### config.mk
export PLATFORM = sky130hd
export DESIGN_NAME = rtc_drift_timebase
export DESIGN_NICKNAME = d
export VERILOG_FILES = /design/src/rtl/rtc_tmb_pkg.sv /design/src/rtl/rtc_comp_sched.sv /design/src/rtl/rtc_adj_calc.sv /design/src/rtl/rtc_presc.sv /design/src/rtl/rtc_sec_cnt.sv /design/src/rtl/rtc_drift_timebase.sv
export SDC_FILE = /design/constraint.sdc
export NUM_CORES = 1
export LEC_CHECK = 0
export ABC_AREA = 1
export ABC_CLOCK_PERIOD_IN_PS = 3350
export BUFFER_PORTS_ARGS = -buffer_cell sky130_fd_sc_hd__buf_2
export CAP_MARGIN = 20
export CORE_MARGIN = 2
export CORE_UTILIZATION = 45
export DETAILED_ROUTE_END_ITERATION = 8
export GPL_TIMING_DRIVEN = 0
export PLACE_DENSITY = 0.69
export SYNTH_ARGS = -nofsm -noshare
export SYNTH_HDL_FRONTEND = slang
export SYNTH_SLANG_ARGS = --single-unit
export TNS_END_PERCENT = 5
### constraint.sdc
create_clock -name clk_i -period 3.35 [get_ports clk_i]
set_clock_uncertainty 0.1 [all_clocks]
set_input_delay 0.335 -clock clk_i [delete_from_list [all_inputs] [get_ports clk_i]]
set_output_delay 0.335 -clock clk_i [all_outputs]
set_load 0.01 [all_outputs]
### src/rtl/rtc_tmb_pkg.sv
package rtc_tmb_pkg;
  localparam int unsigned CMP_VAL_W = 8;
  localparam int unsigned CMP_IVL_W = 8;
  localparam int unsigned CMP_W     = CMP_VAL_W + CMP_IVL_W;

  typedef struct packed {
    logic [CMP_IVL_W-1:0] ivl;
    logic [CMP_VAL_W-1:0] val;
  } comp_cfg_t;
endpackage

### src/rtl/rtc_comp_sched.sv
module rtc_comp_sched
  import rtc_tmb_pkg::*;
(
  input  logic                 clk_i,
  input  logic                 rst_ni,
  input  logic                 we_i,
  input  comp_cfg_t            wdata_i,
  input  logic                 sec_inc_i,
  output logic [CMP_VAL_W-1:0] act_val_o,
  output logic                 first_o
);
  comp_cfg_t            pend_q;
  logic [CMP_IVL_W-1:0] ivl_q;
  logic [CMP_VAL_W-1:0] act_q;
  logic                 first_q;

  always_ff @(posedge clk_i or negedge rst_ni) begin
    if (!rst_ni) begin
      pend_q  <= '0;
      ivl_q   <= '0;
      act_q   <= '0;
      first_q <= 1'b1;
    end else begin
      if (we_i) pend_q <= wdata_i;
      if (sec_inc_i) begin
        if (ivl_q == '0) begin
          // interval expired: adopt pending word, new run starts compensated
          act_q   <= pend_q.val;
          ivl_q   <= pend_q.ivl;
          first_q <= 1'b1;
        end else begin
          ivl_q   <= ivl_q - 1'b1;
          first_q <= 1'b0;
        end
      end
    end
  end

  assign act_val_o = act_q;
  assign first_o   = first_q;
endmodule

### src/rtl/rtc_adj_calc.sv
module rtc_adj_calc
  import rtc_tmb_pkg::*;
#(
  parameter int unsigned PRESC_W    = 15,
  parameter int unsigned FAST_CYC   = 32768,
  parameter int unsigned SLOW_CYC   = 1000,
  parameter int unsigned SLOW_SHIFT = 5
) (
  input  logic                 slow_i,
  input  logic                 first_i,
  input  logic [CMP_VAL_W-1:0] val_i,
  output logic [PRESC_W-1:0]   term_o,
  output logic [CMP_VAL_W-1:0] stall_o
);
  localparam int unsigned NOM_W = PRESC_W + 1;
  localparam logic [NOM_W-1:0] FAST_N = NOM_W'(FAST_CYC);
  localparam logic [NOM_W-1:0] SLOW_N = NOM_W'(SLOW_CYC);

  logic signed [CMP_VAL_W-1:0] val_s;
  logic signed [CMP_VAL_W-1:0] eff;
  logic signed [CMP_VAL_W-1:0] neg_eff;
  logic [NOM_W-1:0]            nom;
  logic [NOM_W-1:0]            shorten;

  always_comb begin
    val_s = signed'(val_i);
    eff   = '0;
    if (first_i) eff = slow_i ? (val_s >>> SLOW_SHIFT) : val_s;
    neg_eff = -eff;
    nom     = slow_i ? SLOW_N : FAST_N;
    shorten = eff[CMP_VAL_W-1] ? '0 : NOM_W'(unsigned'(eff));
    term_o  = PRESC_W'(nom - shorten - NOM_W'(1));
    // negative adjustment: hold the prescaler at its last count
    stall_o = eff[CMP_VAL_W-1] ? unsigned'(neg_eff) : '0;
  end
endmodule

### src/rtl/rtc_presc.sv
module rtc_presc #(
  parameter int unsigned PRESC_W = 15,
  parameter int unsigned STALL_W = 8
) (
  input  logic               clk_i,
  input  logic               rst_ni,
  input  logic               en_i,
  input  logic [PRESC_W-1:0] term_i,
  input  logic [STALL_W-1:0] stall_i,
  output logic               wrap_o,
  output logic [PRESC_W-1:0] cnt_o
);
  logic [PRESC_W-1:0] cnt_q;
  logic [STALL_W-1:0] stall_q;
  logic               at_end;
  logic               stretch_done;

  assign at_end       = cnt_q >= term_i;
  assign stretch_done = stall_q >= stall_i;
  assign wrap_o       = en_i & at_end & stretch_done;

  always_ff @(posedge clk_i or negedge rst_ni) begin
    if (!rst_ni) begin
      cnt_q   <= '0;
      stall_q <= '0;
    end else if (en_i) begin
      if (at_end) begin
        if (stretch_done) begin
          cnt_q   <= '0;
          stall_q <= '0;
        end else begin
          stall_q <= stall_q + 1'b1;
        end
      end else begin
        cnt_q <= cnt_q + 1'b1;
      end
    end
  end

  assign cnt_o = cnt_q;
endmodule

### src/rtl/rtc_sec_cnt.sv
module rtc_sec_cnt #(
  parameter int unsigned SEC_W = 32
) (
  input  logic             clk_i,
  input  logic             rst_ni,
  input  logic             inc_i,
  output logic             tick_o,
  output logic [SEC_W-1:0] sec_o
);
  logic [SEC_W-1:0] sec_q;
  logic             tick_q;

  always_ff @(posedge clk_i or negedge rst_ni) begin
    if (!rst_ni) begin
      sec_q  <= '0;
      tick_q <= 1'b0;
    end else begin
      tick_q <= inc_i;
      if (inc_i) sec_q <= sec_q + 1'b1;
    end
  end

  assign sec_o  = sec_q;
  assign tick_o = tick_q;
endmodule

### src/rtl/rtc_drift_timebase.sv
module rtc_drift_timebase
  import rtc_tmb_pkg::*;
#(
  parameter int unsigned SEC_W      = 32,
  parameter int unsigned PRESC_W    = 15,
  parameter int unsigned FAST_CYC   = 32768,
  parameter int unsigned SLOW_CYC   = 1000,
  parameter int unsigned SLOW_SHIFT = 5
) (
  input  logic             clk_i,
  input  logic             rst_ni,
  input  logic             cnt_en_i,
  input  logic             src_slow_i,
  input  logic             comp_we_i,
  input  logic [CMP_W-1:0] comp_wdata_i,
  output logic             sec_tick_o,
  output logic [SEC_W-1:0] seconds_o
);
  logic                 sec_inc;
  logic [CMP_VAL_W-1:0] act_val;
  logic                 act_first;
  logic [PRESC_W-1:0]   term;
  logic [CMP_VAL_W-1:0] stall;
  logic [PRESC_W-1:0]   presc_cnt;

  rtc_comp_sched u_sched (
    .clk_i     (clk_i),
    .rst_ni    (rst_ni),
    .we_i      (comp_we_i),
    .wdata_i   (comp_cfg_t'(comp_wdata_i)),
    .sec_inc_i (sec_inc),
    .act_val_o (act_val),
    .first_o   (act_first)
  );

  rtc_adj_calc #(
    .PRESC_W    (PRESC_W),
    .FAST_CYC   (FAST_CYC),
    .SLOW_CYC   (SLOW_CYC),
    .SLOW_SHIFT (SLOW_SHIFT)
  ) u_adj (
    .slow_i  (src_slow_i),
    .first_i (act_first),
    .val_i   (act_val),
    .term_o  (term),
    .stall_o (stall)
  );

  rtc_presc #(
    .PRESC_W (PRESC_W),
    .STALL_W (CMP_VAL_W)
  ) u_presc (
    .clk_i   (clk_i),
    .rst_ni  (rst_ni),
    .en_i    (cnt_en_i),
    .term_i  (term),
    .stall_i (stall),
    .wrap_o  (sec_inc),
    .cnt_o   (presc_cnt)
  );

  rtc_sec_cnt #(
    .SEC_W (SEC_W)
  ) u_sec (
    .clk_i  (clk_i),
    .rst_ni (rst_ni),
    .inc_i  (sec_inc),
    .tick_o (sec_tick_o),
    .sec_o  (seconds_o)
  );
endmodule

==> metrics.md <==
| Metric | Value |
|---|---|
| Syn Inst Count | 779 |
| PwrDens | 638 mW/mm^2 |
| Fmax | 287 MHz |
| Final worst slack | -0.128 ns |
| Metal3 WL | 561 um |
| Vias in the first global route | 4965 |
| Flops & latches, synth | 89 |
| Worst hold slack | 0.0921 ns |
| CTS max path bufs | 2 |
| Synth Area per Inst | 7.40 um^2 |
| Detailed Place HPWL | 10100 um |
| Layout fillers | 1191 |
| Total power | 4.62 mW |
| DR pass1 iterations | 5 |
| Leak | 3.53 nW |
| Post-synth EDFFs | 0 |
| Clock sink total | 89 |
| Final setup fails | 45 |
| DIE AREA | 0.0137 mm^2 |
| Remaining global-route overflow | 0 |
| Most common cell in the synthesized netlist | nand2_1 |
| RSZ-0062 raised after global routing | yes |
| Part of the Yosys area used for sequential elements | 38.7% |
| Startpoint Class | flop |
| H-tree levels | 3 |
| Maximum fanout along the worst path | 8 |
| Share of layout cells above drive strength 1 | 22.1% |
| I/O pin total | 54 |
| Initial DRC count | 300 |
| Final cycle utilization of the critical path | 104% |
| CP Class | reg -> reg |
| Worst-Margin Slew | 0.631 ns |
| Drt wl/cell | 14.4 um |
| Main area contributors after synthesis | dfrtp_1 (38%), nand2_1 (18%), ha_1 (7.6%) |
| Total Wirelength | 15000 um |
| Clock network power share | 23.6% |
| Via Count | 5291 |
| Final slew viol count | 0 |
| TritonCTS Buffers | 9 |
| Yosys top cell area share | 38.2% |
| Main flop type after synthesis | dfrtp_1 |
| Nets@finish | 926 |
| P&R area growth vs syn | 25.8% |
| Required @ worst endpoint | 3.53 ns |
| First-pass GRT wire length | 23400 um |
| Ant diodes | 0 |
| Netlist cell types | 37 |
| Die Wd | 117 um |
| Register cell area after layout | 0.00223 mm^2 |
| Post-route insts no fill | 1047 |
| Pint | 2.78 mW |
| Row Count | 41 |
| CTS tree | built |
| Clk slew on worst S/H paths | 0.07 ns |
| Fin. Hold Viols | 0 |
| Post-Syn Area | 0.00576 mm^2 |
| Largest net degree at the start of global routing | 61 |
| PortBufs | 53 |
| Hold Path Stages | 3 |
| Fin area | 0.00725 mm^2 |
| Multi-input gate area in the final layout | 0.00349 mm^2 |
| Drt via density | 5.05 |
| DR top layer | met4 |
| Mapped Nets | 835 |
| Placed Area | 0.00627 mm^2 |
| Detail Route Antenna Nets | 0 |
| Met1 wire length | 6690 um |
| Detailed-route DRC error count | 0 |
| Switching share of power | 39.8% |
| Relative slew slack | 57.9% |
| Total core area | 0.0126 mm^2 |
| Post-route minimum period | 3.48 ns |
| Vert. Die Dim | 117 um |
| Max Cap Viol | 0 |
| VDD IR max | 0.434 mV |
| Initial antenna violation count | 0 |
| Yosys Warn Count | 0 |
| Global Route Usage Sum | 21.6% |
| Cell total after placement | 1005 |
| Clk root buf | clkbuf_16 |
| Util after Layout | 57.7% |
| Switching power | 1.84 mW |
| Part of the power in registers | 35.5% |
| Status | finished with violations |
| Logic gate share of total power | 41.0% |
| Worst hold-check path type | in -> reg |
| Worst-Skew Late Latency | 0.35 ns |
| Worst EP arrival | 3.65 ns |
| Failing checks | negative setup slack |
| Critical Path Sink Type | flop |
| Cell taking the most area after synthesis | dfrtp_1 |
| GP Congestion | 0.925 |
| Cells on worst reg2reg path | 21 |
| DR WL met2 | 7540 um |
| FFs w/ async S/R, synth | 100% |
| Synth top cells by count | nand2_1 (273), dfrtp_1 (88), nor2_1 (79) |
| Initial core utilization | 45.9% |
==> flip-flops by register name, indices dropped and copies added, names as in the netlist <==
| register | flops |
|---|---|
| u_presc.cnt_o | 15 |
| u_presc.stall_q | 8 |
| u_sched.act_val_o | 8 |
| u_sched.first_o | 1 |
| u_sched.ivl_q | 8 |
| u_sched.pend_q | 16 |
| u_sec.sec_o | 32 |
| u_sec.tick_o | 1 |
==> kinds of logic (layout without fill, tap and decap cells) <==
group / count (synthesis) / in the layout / synth area share (%)
buf+inv: 90 / 186 / 6.43
compound gates: 78 / 78 / 7.30
simple gates: 429 / 429 / 30.8
fa+ha+maj: 35 / 35 / 7.60
xor+xnor: 49 / 49 / 7.45
flops: 89 / 89 / 38.7
mux: 9 / 9 / 1.76
==> layer usage <==
| layer | global-route usage (%) | vias up |
|---|---|---|
| li1 | - | 2663 |
| met1 | 29.1 | 2505 |
| met2 | 35.2 | 106 |
| met3 | 3.96 | 17 |
| met4 | 7.14 | 0 |
| met5 | 0 | - |
==> area by class of cell <==
type	instances	share of cell area (%)
flip-flops and latches	89	30.7
plain buffers	16	2.09
clock inverters	5	1.10
clock buffers	11	3.21
multi-input cells	600	48.2
well taps	172	2.97
inverters	74	4.06
repair buffers	80	7.66
==> final timing paths <==
kind	from	endpoint	slack [ns]
min in group asynchronous	rst_ni	u_sched.pend_q[13]$_DFFE_PN0P_	0.37
worst max-delay path	u_sched.act_val_o[7]$_DFFE_PN0P_	u_sched.ivl_q[7]$_DFFE_PN0P_	-0.13
worst min-delay path	comp_wdata_i[13]	u_sched.pend_q[13]$_DFFE_PN0P_	0.09
worst max register to register	u_sched.act_val_o[7]$_DFFE_PN0P_	u_sched.ivl_q[7]$_DFFE_PN0P_	-0.13
max in group asynchronous	rst_ni	u_presc.cnt_o[13]$_DFFE_PN0P_	2.14
worst min register to register	u_sched.pend_q[7]$_DFFE_PN0P_	u_sched.act_val_o[7]$_DFFE_PN0P_	0.37
==> placed cells by master (no fill, tap or decap), types with 22 or more instances in the layout <==
master / count
buf_2: 54
dfrtp_1: 88
ha_1: 27
inv_1: 64
nand2_1: 246
nand2_2: 22
nand3_1: 27
nor2_1: 72
o21ai_0: 25
o21ai_1: 22
xor2_1: 35
==> through the flow <==
step / setup TNS, ns / setup slack [ns]
floorplan: 0 / 0.0675
global placement: -47.72 / -0.731
detailed placement: -45.22 / -0.693
CTS: -0.372 / -0.0303
global route: -13.52 / -0.274
finish: -4.12 / -0.128
==> power by group through the flow <==
stage          clock (mW)  combinational, mW  sequential [mW]
2_1_floorplan           0               1.04             1.61
3_3_place_gp            0               1.45             1.64
3_5_place_dp            0               1.48             1.64
4_1_cts              1.11               1.63             1.63
5_1_grt              1.15               2.12             1.67
6_report             1.09               1.89             1.64
==> critical path, stage by stage, from the launching register on <==
cell and delay, ns:
dfrtp_1 0.42, nand2_4 0.10, inv_4 0.09, a21oi_4 0.04, nor2_4 0.14, nand2_4 0.07
ha_4 0.27, inv_4 0.04, a31oi_4 0.13, a21boi_2 0.17, ha_2 0.30, ha_4 0.28
nand4_1 0.14, nor2_1 0.18, nand2_2 0.10, nand3_4 0.12, nand3_4 0.16, inv_4 0.10
buf_12 0.14, clkbuf_16 0.15, nand2_1 0.05, o21ai_1 0.07
==> timing repair <==
item | in CTS | in global routing
resized for setup | 31 | 93
hold endpoints to repair | 28 | 0
endpoints found under the setup margin | 73 | 73
cloned | 0 | 3
buffers inserted | 10 | 12
hold buffers | 1 | 0
pin swaps | 5 | 24
Note: power is estimated with default switching activity, not from simulation.
